$ cat src/rtl/sndrf_pkg.sv
`timescale 1ns/1ps
package sndrf_pkg;

   localparam int BYTE_W = 8;

   typedef enum logic [1:0] {
      SLOT_NONE = 2'd0,
      SLOT_CTRL = 2'd1,
      SLOT_HOLE = 2'd2,
      SLOT_WAVE = 2'd3
   } slot_e;

   // Offsets inside the control range that own no storage
   function automatic logic is_hole(input logic [7:0] ofs);
      return (ofs == 8'h15) || (ofs == 8'h1F);
   endfunction

   // Bits forced high on readback, keyed by page offset
   function automatic logic [7:0] ctrl_read_mask(input logic [7:0] ofs);
      logic [7:0] m;
      case (ofs)
         8'h10:                      m = 8'h80;
         8'h11, 8'h16:               m = 8'h3F;
         8'h14, 8'h19, 8'h1E, 8'h23: m = 8'hBF;
         8'h1A:                      m = 8'h7F;
         8'h20:                      m = 8'hC0;
         8'h26:                      m = 8'h70;
         8'h13, 8'h18, 8'h1D, 8'h22: m = 8'hFF;
         default:                    m = 8'h00;
      endcase
      return m;
   endfunction

endpackage

$ cat src/rtl/sndrf_decode.sv
`timescale 1ns/1ps
module sndrf_decode
   import sndrf_pkg::*;
#(
   parameter int ADDR_W     = 8,
   parameter int CTRL_FIRST = 16,
   parameter int CTRL_LAST  = 38,
   parameter int WAVE_BASE  = 48,
   parameter int WAVE_DEPTH = 16,
   parameter int CIDX_W     = 5,
   parameter int WIDX_W     = 4
) (
   input  logic [ADDR_W-1:0] addr,
   output slot_e             slot,
   output logic [CIDX_W-1:0] ctrl_idx,
   output logic [WIDX_W-1:0] wave_idx,
   output logic [BYTE_W-1:0] rd_mask
);
   localparam logic [ADDR_W-1:0] C_LO = ADDR_W'(CTRL_FIRST);
   localparam logic [ADDR_W-1:0] C_HI = ADDR_W'(CTRL_LAST);
   localparam logic [ADDR_W-1:0] W_LO = ADDR_W'(WAVE_BASE);
   localparam logic [ADDR_W-1:0] W_HI = ADDR_W'(WAVE_BASE + WAVE_DEPTH - 1);

   always_comb begin
      slot = SLOT_NONE;
      if (addr >= C_LO && addr <= C_HI)
         slot = is_hole(8'(addr)) ? SLOT_HOLE : SLOT_CTRL;
      else if (addr >= W_LO && addr <= W_HI)
         slot = SLOT_WAVE;
   end

   assign ctrl_idx = CIDX_W'(addr - C_LO);
   assign wave_idx = WIDX_W'(addr - W_LO);
   assign rd_mask  = ctrl_read_mask(8'(addr));

endmodule

$ cat src/rtl/sndrf_byte_bank.sv
`timescale 1ns/1ps
module sndrf_byte_bank
   import sndrf_pkg::*;
#(
   parameter int DEPTH = 23,
   parameter int IDX_W = 5
) (
   input  logic              clk,
   input  logic              rst,
   input  logic              we,
   input  logic [IDX_W-1:0]  idx,
   input  logic [BYTE_W-1:0] wdata,
   output logic [BYTE_W-1:0] rdata
);
   logic [BYTE_W-1:0] q [DEPTH];

   for (genvar i = 0; i < DEPTH; i++) begin : g_byte
      always_ff @(posedge clk) begin
         if (rst)
            q[i] <= '0;
         else if (we && idx == IDX_W'(i))
            q[i] <= wdata;
      end
   end

   always_comb begin
      rdata = '0;
      for (int i = 0; i < DEPTH; i++)
         if (idx == IDX_W'(i)) rdata = q[i];
   end

endmodule

$ cat src/rtl/sndrf_silence.sv
`timescale 1ns/1ps
module sndrf_silence #(
   parameter int CNT_W = 32
) (
   input  logic             clk,
   input  logic             rst,
   input  logic             clr,
   output logic [CNT_W-1:0] cnt
);
   localparam logic [CNT_W-1:0] CNT_MAX = '1;

   always_ff @(posedge clk) begin
      if (rst || clr)
         cnt <= '0;
      else if (cnt != CNT_MAX)
         cnt <= cnt + 1'b1;
   end

   a_r9_clear: assert property (@(posedge clk) disable iff (rst)
      $past(clr) |-> cnt == '0);

   a_r10_count: assert property (@(posedge clk) disable iff (rst)
      (!$past(rst) && !$past(clr) && $past(cnt) != CNT_MAX) |-> cnt == $past(cnt) + 1'b1);

   a_r10_saturate: assert property (@(posedge clk) disable iff (rst)
      (!$past(rst) && !$past(clr) && $past(cnt) == CNT_MAX) |-> cnt == CNT_MAX);

endmodule

$ cat src/rtl/sound_regfile.sv
`timescale 1ns/1ps
module sound_regfile
   import sndrf_pkg::*;
#(
   parameter int ADDR_W     = 8,
   parameter int CTRL_FIRST = 16,
   parameter int CTRL_LAST  = 38,
   parameter int WAVE_BASE  = 48,
   parameter int WAVE_DEPTH = 16,
   parameter int CNT_W      = 32
) (
   input  logic              clk,
   input  logic              rst,
   input  logic [ADDR_W-1:0] addr,
   input  logic [BYTE_W-1:0] wdata,
   input  logic              rd_en,
   input  logic              wr_en,
   output logic [BYTE_W-1:0] rdata,
   output logic              hit,
   output logic              note,
   output logic              log_valid,
   output logic [ADDR_W-1:0] log_addr,
   output logic [BYTE_W-1:0] log_data,
   output logic [CNT_W-1:0]  silence_cnt
);
   localparam int CTRL_NUM = CTRL_LAST - CTRL_FIRST + 1;
   localparam int CIDX_W   = $clog2(CTRL_NUM);
   localparam int WIDX_W   = $clog2(WAVE_DEPTH);

   if (ADDR_W != 8) begin : g_bad_addr
      $error("sound_regfile: read masks are keyed by an 8-bit page offset");
   end
   if (WAVE_DEPTH < 2 || (WAVE_DEPTH & (WAVE_DEPTH - 1)) != 0) begin : g_bad_wave
      $error("sound_regfile: WAVE_DEPTH must be a power of two");
   end
   if (CTRL_LAST >= WAVE_BASE || CTRL_FIRST > CTRL_LAST) begin : g_bad_ranges
      $error("sound_regfile: control and waveform ranges overlap");
   end
   if (CNT_W < 2) begin : g_bad_cnt
      $error("sound_regfile: CNT_W too small");
   end

   slot_e             slot;
   logic [CIDX_W-1:0] ctrl_idx;
   logic [WIDX_W-1:0] wave_idx;
   logic [BYTE_W-1:0] rd_mask;
   logic [BYTE_W-1:0] ctrl_q;
   logic [BYTE_W-1:0] wave_q;
   logic              access;
   logic              accept;

   sndrf_decode #(
      .ADDR_W(ADDR_W), .CTRL_FIRST(CTRL_FIRST), .CTRL_LAST(CTRL_LAST),
      .WAVE_BASE(WAVE_BASE), .WAVE_DEPTH(WAVE_DEPTH),
      .CIDX_W(CIDX_W), .WIDX_W(WIDX_W)
   ) u_decode (
      .addr(addr), .slot(slot), .ctrl_idx(ctrl_idx),
      .wave_idx(wave_idx), .rd_mask(rd_mask)
   );

   sndrf_byte_bank #(.DEPTH(CTRL_NUM), .IDX_W(CIDX_W)) u_ctrl (
      .clk(clk), .rst(rst), .we(wr_en && slot == SLOT_CTRL),
      .idx(ctrl_idx), .wdata(wdata), .rdata(ctrl_q)
   );

   sndrf_byte_bank #(.DEPTH(WAVE_DEPTH), .IDX_W(WIDX_W)) u_wave (
      .clk(clk), .rst(rst), .we(wr_en && slot == SLOT_WAVE),
      .idx(wave_idx), .wdata(wdata), .rdata(wave_q)
   );

   sndrf_silence #(.CNT_W(CNT_W)) u_silence (
      .clk(clk), .rst(rst), .clr(accept), .cnt(silence_cnt)
   );

   assign access = rd_en || wr_en;
   assign hit    = access && slot != SLOT_NONE;
   assign note   = access && slot == SLOT_HOLE;
   assign accept = wr_en && slot != SLOT_NONE;

   always_comb begin
      case (slot)
         SLOT_CTRL: rdata = ctrl_q | rd_mask;
         SLOT_WAVE: rdata = wave_q;
         default:   rdata = '1;
      endcase
   end

   always_ff @(posedge clk) begin
      if (rst) begin
         log_valid <= 1'b0;
         log_addr  <= '0;
         log_data  <= '0;
      end else begin
         log_valid <= wr_en;
         if (wr_en) begin
            log_addr <= addr;
            log_data <= wdata;
         end
      end
   end

   a_r2_mask_forced: assert property (@(posedge clk) disable iff (rst)
      (rd_en && slot == SLOT_CTRL) |-> (rdata & rd_mask) == rd_mask);

   a_r5_hole_read: assert property (@(posedge clk) disable iff (rst)
      (rd_en && slot == SLOT_HOLE) |-> (rdata == 8'hFF && hit && note));

   a_r7_unhandled: assert property (@(posedge clk) disable iff (rst)
      (access && slot == SLOT_NONE) |-> (!hit && !note && rdata == 8'hFF));

   a_r12_idle_quiet: assert property (@(posedge clk) disable iff (rst)
      !access |-> (!hit && !note));

   a_r6_wave_roundtrip: assert property (@(posedge clk) disable iff (rst)
      (!$past(rst) && $past(wr_en) && $past(slot) == SLOT_WAVE && rd_en && !wr_en
       && addr == $past(addr)) |-> rdata == $past(wdata));

   a_r8_log_follows: assert property (@(posedge clk) disable iff (rst)
      !$past(rst) |-> (log_valid == $past(wr_en)));

endmodule

$ cat config.mk
export PLATFORM = sky130hd
export DESIGN_NAME = sound_regfile
export DESIGN_NICKNAME = d
export VERILOG_FILES = /design/src/rtl/sndrf_pkg.sv /design/src/rtl/sndrf_decode.sv /design/src/rtl/sndrf_byte_bank.sv /design/src/rtl/sndrf_silence.sv /design/src/rtl/sound_regfile.sv
export SDC_FILE = /design/constraint.sdc
export NUM_CORES = 1
export LEC_CHECK = 0
export ABC_AREA = 1
export ABC_CLOCK_PERIOD_IN_PS = 7280
export BUFFER_PORTS_ARGS = -buffer_cell sky130_fd_sc_hd__buf_2
export CAP_MARGIN = 40
export CORE_AREA = 2 2 150 298
export DETAILED_ROUTE_END_ITERATION = 8
export DIE_AREA = 0 0 152 300
export GPL_TIMING_DRIVEN = 0
export RECOVER_POWER = 50
export SLEW_MARGIN = 20
export SYNTH_ARGS = -nofsm -noshare
export SYNTH_HDL_FRONTEND = slang
export SYNTH_SLANG_ARGS = --single-unit
$ cat constraint.sdc
create_clock -name clk -period 7.28 [get_ports clk]
set_clock_uncertainty 0.2 [all_clocks]
set_input_delay 1.82 -clock clk [delete_from_list [all_inputs] [get_ports clk]]
set_output_delay 1.82 -clock clk [all_outputs]
set_load 0.01 [all_outputs]
Word-level counts from Yosys, hierarchy flattened
Memories as Yosys holds them, arrays and structs flattened.
Index checks and enable logic that the tools add are counted.

word-level totals
  flip-flop bits (word level) = 49
  latch bits = 0
  memory bits (writable) = 312
  memory bits (read-only) = 512
  memories kept = 3

cells by class
  $add $sub $neg = 3
  multiply operators = 0
  div/mod/pow operators = 0
  order comparisons = 4
  eq/ne operators = 43
  shift operators = 0
  multiplexer cells = 202
  bitwise operators = 40
  reductions and logical operators = 53

memories
  name             depth  bits a word  rd ports  clocked after memory_dff  wr ports  line                   source
  (no name shown)  64     8            1         0                         0         sndrf_pkg.sv:21        case (ofs)
  u_ctrl.q         23     8            23        0                         23        sndrf_byte_bank.sv:15  logic [BYTE_W-1:0] q [DEPTH];
  u_wave.q         16     8            16        0                         16        sndrf_byte_bank.sv:15

operators with widths
  operator               number
  $mux 8                 79
  $mux 1                 119
  $logic_and 1x1->1      46
  $eq 5x4->1 const B     8
  $or 1x1->1             39
  $eq 5x5->1 const B     7
  $add 32x1->32 const B  1
  $eq 4x4->1 const B     8
  $ne 32x32->1 const B   1
  $eq 5x3->1 const B     4
  $eq 4x3->1 const B     4
  $eq 8x5->1 const B     2
  $le 8x6->1 const B     2
  $pmux 8 s2             1
  $eq 5x2->1 const B     2
  $eq 4x2->1 const B     2
  $ge 8x5->1 const B     1
  $ge 8x6->1 const B     1
  $or 8x8->8             1
  $mux 2                 3
  $eq 5x1->1 const B     1
  $logic_not 5->1        1
  $sub 5x5->5 const B    1
  $eq 2x2->1 const B     2
  other kinds (7)        9

Longest topological paths before layout
Gate-level depths: netlist of the first run.

  depth in word-level cells = 27
  gate-level depth with buffers = 33
  depth with buffers taken out = 33

By module
From an unflattened synthesis of the first run, not the netlist that was laid out.

unflattened totals
  cell total of the unflattened synthesis = 1,977
  area, all modules = 17,629.4 µm²

modules (own cells, without submodules)
  module                    times used  cells each  area each (µm²)
  sndrf_byte_bank (u_ctrl)  1           867         8,475.6
  sndrf_byte_bank (u_wave)  1           578         5,806.8
  sndrf_silence             1           328         2,029.4
  sound_regfile             1           130         854.6
  sndrf_decode              1           74          462.9

Worst setup path after synthesis of the first run
Ideal clock, no wire load.

  path kind = in2out
  from = in addr[1]
  to = out rdata[3]
  data arrival time = 3.916 ns
  slack = 1.344 ns
  cell stages on the path = 21
  path buffers = 0
  cell sequence = inv_1 ha_1 inv_1 nor2_2 nand2_1 and3_1 o21ai_0 a21oi_1 o211ai_1 o211ai_1 nand3_1 nand2_1 nand3_1 o21ai_0 o21bai_1 nand2_1 nand2_1 nand2_1 nand2_1 a21oi_1 nand2_1

on the way
  longest elaborated chain between the ends = 27

RTL lines
  element               line                   source
  start, declared       sound_regfile.sv:14    input logic [ADDR_W-1:0] addr,
  $sub 5x5->5           sndrf_decode.sv:32     assign ctrl_idx = CIDX_W'(addr - C_LO);
  $logic_not 5->1       sndrf_byte_bank.sv:29  if (idx == IDX_W'(i)) rdata = q[i];
  $mux 8 (23 in a row)  sndrf_byte_bank.sv:29
  $or 8x8->8            sound_regfile.sv:82    SLOT_CTRL: rdata = ctrl_q | rd_mask;
  $pmux 8 s2 (*)        sound_regfile.sv:81    case (slot)
  end, declared         sound_regfile.sv:18    output logic [BYTE_W-1:0] rdata,

Mark *: on every way between the ends. The rest lies on a longest branch, timed or not.

Worst setup path after layout of the first run
  from = in addr[1]
  to = out rdata[0]

Same word-level chain as after synthesis.

==> out/results.ini, run 1 <==
[status]
outcome = complete, no violations

[floorplan]
io_pins = 79
start_util_pct = 39.4
die_h_um = 300
die_area_um2 = 45600
coreArea_um2 = 43400
die_w_um = 152
row_count = 108

[clock_network]
cts_tree = done
cts_root_buffer = clkbuf_16
clk-insertion-delay-late_ns = 0.52
clkTransAtPathRegs_ns = 0.06
clk_path_buf_depth = 3
hold_buffers = 0
htreeDepth = 2
numCtsBuffers = 36
cts_sinks = 361

[cells_and_area]
fin_area_um2 = 19600
drive_above_1_share_pct = 10.1
nets = 2078
area_growth_pct = 14.8
antennaDiodeCount = 0

[drt]
routed_via_density = 5.26
final_antenna_net_count = 0
first_pass_iters = 5
drt_iter0_drc = 1009
routed_wl_um = 53000
num_vias = 13800
drc = 0
avgRoutedWirePerCell_um = 20.2

[timing]
slew_viol_final = 0
period_minus_slack_ns = 7.17
setup_viol = 0
fin_crit_sh_pct = 98.5
fmax_mhz = 139
slew_headroom_pct = 40.5
grt_setup_unrepaired = yes
timing.final.ws_setup_ns = 0.111
tightest_slew_ns = 0.893
final-hold-violation-count = 0

[pwr]
powerDensity_nw_per_um2 = 234
vdd.ir_drop.worst_mv = 0.179
netSwitchingPower_mw = 1.13
p_leak_nw = 7.70
intPower_mw = 3.45
switching_share_pct = 24.7
pwr-share-clk_pct = 40.0
power_frac_comb_pct = 8.2
power_mw = 4.58
pwr-share-seq_pct = 51.8

[place]
hpwl_um = 39800
place_ws_ns = -0.0180
dpl_cell_area_um2 = 18400
port_buffers = 77
gp_congestion = 0.937

[global_routing]
grt_max_degree = 16
grt_pass1_wl_um = 80300
grt_pass1_vias = 14200
antenna_found_initial = 0
grt_usage_pct = 23.0
grt_overflow = 0

[yosys]
synthSimpleGateAreaFrac_pct = 24.6
ys_types = 47
synth_mux_area_share_pct = 0
synth_xor_area_share_pct = 0.667
ys_seq_area_share_pct = 60.6
synthTopCellsByArea = edfxtp_1 55%, nor2_1 9.4%, nand2_1 8.5%
ys_ff_latch = 361
yosysWarnings = 0
synth_top_family_by_area = simple AND/OR/NAND/NOR gates
yosys.area_share.adder_pct = 0.513
syn_inst = 1878
synth_top_cell_by_area = edfxtp_1
synthDominantCellAreaShare_pct = 54.9
synth_area_per_cell_um2 = 9.09
synth-compound-area-share_pct = 8.36
syn_area_um2 = 17100

[critical_path]
crit_buf_inv = 4
path_cells = buf_2 -> inv_2 -> ha_2 -> inv_1 -> nor2_2 -> nand2_1 -> nand2_1 -> a31oi_1 -> o211ai_1 -> a21oi_1 -> o211ai_1 -> nand2_1 -> nand3_1 -> o211ai_1 -> nand3_1 -> o211ai_1 -> nand2_1 -> nand2_1 -> nand2_1 -> a21oi_1 -> nand2_1 -> buf_2
worst_setup_path_start_kind = input port
crit_type = input port to primary output
cp-end-kind = primary output
r2r_cells = 21
crit_cells = 22
worstPathRequired_ns = 5.26
worst_path_max_delay_cell = a21oi_1
cpPeakStageDelay_ns = 0.34
cp.arrival_ns = 5.15
cp_top_family = compound AO/OA/AOI/OAI gates
crit_top_cell = nand2_1
worstPathMaxFanout = 9

[flow_run]
maxCapViolCount = 0

[worst_hold_path]
min_path_cells = 2
hold_class = flop to flop

[registers in the layout (all words and copies together) (netlist names)]
signal and flops:
u_wave.q 128, log_addr 8, u_silence.cnt 32, u_ctrl.q 184, log_data 8, log_valid 1
[Yosys cell counts (all sizes together)]
library cell and instances:
o21ai 122, nor4 5, a21o 1, a221oi 1
nor2 450, o31ai 2, and2 1, a31oi 10
o211ai 24, nand2 393, a21oi 92, buf 17
o21a 2, a211o 2, conb 1, inv 144
nor3 9, and3 3, xor2 5, clkbuf 67
edfxtp 312, nand3 103, ha 7, nand3b 3
or2 24, o2111ai 2, a211oi 1, clkinv 3
o21bai 2, xnor2 8, a2111oi 1, dfxtp 49
nand4 12
[stage by stage]
stage | utilization, % | instances | setup TNS, ns | hold slack, ns
floorplan | - | 1893 | 0 | 0.300
global placement | 42.0 | 2520 | -0.0836 | 0.280
detailed placement | 42.5 | 2555 | -0.0205 | 0.295
CTS | 45.1 | 2621 | 0 | 0.311
global route | 45.2 | 2629 | -0.112 | 0.355
finish | 45.2 | 2629 | 0 | 0.302
[worst reg2reg max path, cell delays in order (launching register included)]
cell     delay, ns
dfxtp_1       0.34
ha_1          0.24
nand2_1       0.12
nor3_1        0.09
nand4_1       0.16
nor2_1        0.09
nand3_1       0.21
nand2_2       0.10
nor2_1        0.13
nand2_1       0.11
nor2_1        0.18
nand4_1       0.17
nor2_2        0.14
nand3_1       0.10
nor2_1        0.20
nand3_2       0.11
nor4_1        0.50
nand4_1       0.30
nor2_1        0.18
nor2_1        0.05
o21ai_1       0.09
inv_1         0.04
[final timing paths]
path	endpoint	start	slack (ns)
worst max-delay path	rdata[0]	addr[1]	0.11
worst min-delay path	log_addr[7]	log_addr[7]	0.30
worst max register to register	u_silence.cnt[31]	u_silence.cnt[0]	3.32
worst min register to register	log_addr[7]	log_addr[7]	0.30
[power by group through the flow]
| stage | Clock, mW | Sequential (mW) | Combinational, mW |
|---|---|---|---|
| after floorplan | 0 | 2.41 | 0.207 |
| after global placement | 0 | 2.42 | 0.355 |
| after detailed placement | 0 | 2.42 | 0.369 |
| after CTS | 1.85 | 2.37 | 0.371 |
| after global routing | 1.92 | 2.38 | 0.407 |
| final | 1.83 | 2.38 | 0.375 |
[layout make-up]
type	instances	area, um2
Timing Repair Buffer	120	617
Clock buffer	48	1010
Inverter	147	558
Buffer	84	335
Tap cell	550	688
Multi-Input combinational cell	1301	5920
Clock inverter	18	129
Sequential cell	361	10300
Fill cell	4267	23800
[cells in the final DEF, fill, tap and decap left out, types with 8 or more instances in the layout]
master	Yosys	layout
a21oi_1	92	92
a31oi_1	10	10
buf_2	8	62
clkbuf_1	67	126
clkbuf_16	0	37
clkinv_1	3	8
conb_1	1	16
dfxtp_1	49	49
edfxtp_1	312	312
inv_1	127	124
inv_2	16	18
nand2_1	388	386
nand3_1	101	101
nand4_1	12	12
nor2_1	429	427
nor2_2	10	8
nor2_4	8	12
nor3_1	9	9
o211ai_1	24	24
o21ai_0	104	98
o21ai_1	18	24
or2_2	19	19
xnor2_1	8	8
[metal layers]
layer  wire length (um)  vias up  track usage, %
li1                   -     6595               -
met1              17900     6535            22.8
met5                  0        -               0
met2              28900      527            44.2
met3               2690      168            2.83
met4               3600        0            15.3
[cell families after synthesis]
logic type                 Yosys count
adders and majority gates            7
and+or+nand+nor                   1003
xor gates and xnor gates            13
AOI/OAI and AO/OA                  262
DFF                                361
other                                1
buffers and inverters              231
[timing repair]
| action | CTS | global route |
|---|---|---|
| resized for setup | 4 | 23 |
| pin swaps | 0 | 4 |
| cloned | 0 | 0 |
| setup buffers | 0 | 8 |
| setup endpoints to repair | 3 | 8 |
(Power assumes the default switching activity.)
==> run 2, diff against run 1 <==
Settings changed: CTS_BUF_LIST set to sky130_fd_sc_hd__clkbuf_8.
==> run 2 against run 1 <==
- count of clock-buffer cells in the layout is 6 higher
- critical endpoint is now rdata[7]
- via count rose by 0.22%
- largest power group unchanged
- routed wire length rose by 0.19%
- sequential cell count unchanged
- cell area decreased by 0.64%
- global-route usage is 0.078 points higher
- maximum frequency increased by 0.67%
- critical path type unchanged
- utilization down 0.29 points
- sequential power about the same
==> out/results.ini, run 2 (synthesis gave the netlist of run 1 again) <==
[critical_path]
worstPathMaxFanout = 10
cp-end-kind = primary output
critPathLaunch = addr[0]
worst_setup_path_start_kind = input port
reg2reg_from = u_silence.cnt[0]
worstPathRequired_ns = 5.26
regToRegEndpoint = u_silence.cnt[31]
r2r_cells = 21
rrSetupSlack_ns = 3.31
crit_type = input port to primary output
cp.arrival_ns = 5.10

[floorplan]
die_area_um2 = 45600
row_count = 108
die_w_um = 152
start_util_pct = 39.4
die_h_um = 300
coreArea_um2 = 43400
io_pins = 79

[clock_network]
clkTransAtPathRegs_ns = 0.07
clk-insertion-delay-late_ns = 0.59
cts_sinks = 361
hold_buffers = 0
cts_root_buffer = clkbuf_8
numCtsBuffers = 53
clk_path_buf_depth = 3
htreeDepth = 2
cts_tree = done

[drt]
first_pass_iters = 5
drt_iter0_drc = 1047
routed_via_density = 5.19
final_antenna_net_count = 0
drc = 0
avgRoutedWirePerCell_um = 19.9
num_vias = 13900
routed_wl_um = 53100

[cells_and_area]
nets = 2098
top_regs = u_ctrl.q (184), u_wave.q (128), u_silence.cnt (32)
final_common_cell = nor2_1
final_cell_mix = 426 x nor2_1, 387 x nand2_1, 312 x edfxtp_1
largest_register_ffs = 184
n_fill_cell = 4284
drive_above_1_share_pct = 10.8
area_growth_pct = 14.1
regMostFlops = u_ctrl.q

[global_routing]
grt_max_degree = 15
grt_usage_pct = 23.0
grt_pass1_wl_um = 80700
grt_overflow = 0
grt_pass1_vias = 14400
antenna_found_initial = 1

[timing]
fmax_mhz = 140
tightest_slew_ns = 0.869
setup_viol = 0
period_minus_slack_ns = 7.12
grt_setup_unrepaired = yes
fin_crit_sh_pct = 97.8
fin_setup_tns_ns = 0
slew_viol_final = 0
slew_headroom_pct = 41.7
final-hold-violation-count = 0

[pwr]
powerDensity_nw_per_um2 = 221
vdd.ir_drop.worst_mv = 0.131
p_leak_nw = 7.73
power_mw = 4.31

[place]
hpwl_um = 39800
port_buffers = 77
gp_congestion = 0.937

[status]
outcome = complete, no violations

[worst_hold_path]
hold_class = flop to flop
min_from = log_addr[7]
holdPathEnd = log_addr[7]
min_path_cells = 2

[flow_run]
maxCapViolCount = 0

[run 2: cell types whose count changed in the layout (fill, tap and decap cells not counted), moves of 2 or more]
cell | before | now
clkbuf_8 | 4 | 54
clkbuf_16 | 37 | 0
inv_1 | 124 | 141
clkinv_1 | 8 | 17
clkbuf_1 | 126 | 119
buf_4 | 7 | 11
clkinv_2 | 7 | 10
clkbuf_4 | 0 | 2
clkinvlp_4 | 0 | 2
inv_6 | 3 | 1
nand2_2 | 5 | 3
[run 2: how the worst max path moves through the flow]
stage | to | slack, ns | cells past startpoint
after floorplan | rdata[3] | 1.34 | 21
after global placement | rdata[0] | -0.05 | 20
after detailed placement | rdata[0] | -0.02 | 20
after CTS | rdata[7] | 0.03 | 32
after global routing | rdata[7] | -0.005 | 30
final | rdata[7] | 0.16 | 23
[run 2: repair_timing]
| item | 4_1_cts | 5_1_grt |
|---|---|---|
| setup buffers | 0 | 10 |
| pin swaps | 0 | 4 |
| gates resized for setup | 4 | 30 |
| setup endpoints to repair | 3 | 8 |
[run 2: layout make-up]
type	count	area (um2)	area share (%)
sequential	361	10300	53.1
antenna	1	2.50	0.0128
inverter	147	564	2.90
multi-input combinational	1301	5950	30.5
timing repair buffer	123	629	3.23
clock inverter	46	226	1.16
buffer	84	332	1.70
tap	550	688	3.53
clock buffer	54	743	3.82
[run 2: through the flow]
| step | hold WS [ns] | setup WS (ns) | utilization (%) | cells | area, um2 |
|---|---|---|---|---|---|
| after detailed placement | 0.295 | -0.0180 | 42.5 | 2555 | 18400 |
| after global routing | 0.355 | -0.00452 | 44.9 | 2667 | 19500 |
| after floorplan | 0.300 | 1.34 | - | 1893 | 17100 |
| after global placement | 0.280 | -0.0528 | 42.0 | 2520 | 18200 |
| after CTS | 0.312 | 0.0329 | 44.7 | 2655 | 19400 |
| final | 0.304 | 0.159 | 44.9 | 2667 | 19500 |
[run 2: metal layers]
| metal | part of all wire (%) | GRT usage, % | wire (um) |
|---|---|---|---|
| met1 | 33 | 22.9 | 17700 |
| met2 | 54 | 44.2 | 28600 |
| met3 | 5.5 | 3.04 | 2930 |
| met4 | 7.5 | 15.3 | 3960 |
| met5 | 0 | 0 | 0 |
[run 2: critical path, cell delays in order]
cell	delay (ns)
clkbuf_4	0.18
inv_2	0.13
ha_2	0.24
inv_1	0.14
nor2_1	0.30
inv_1	0.26
nor2_1	0.39
clkbuf_1	0.38
a21oi_1	0.07
nand2_1	0.13
nand2_1	0.07
nand2_1	0.06
nand2_1	0.05
nand2_1	0.08
nand2_1	0.11
nand2_1	0.10
nand2_1	0.06
nand2_1	0.06
nand2_1	0.06
nand2_1	0.08
nand2_1	0.08
nand2_1	0.10
buf_2	0.14
[run 2: where the power goes]
part | internal, mW | switching, mW
registers | 2.34 | 0.0333
clock network | 0.733 | 0.823
logic | 0.0945 | 0.281
total | 3.17 | 1.14
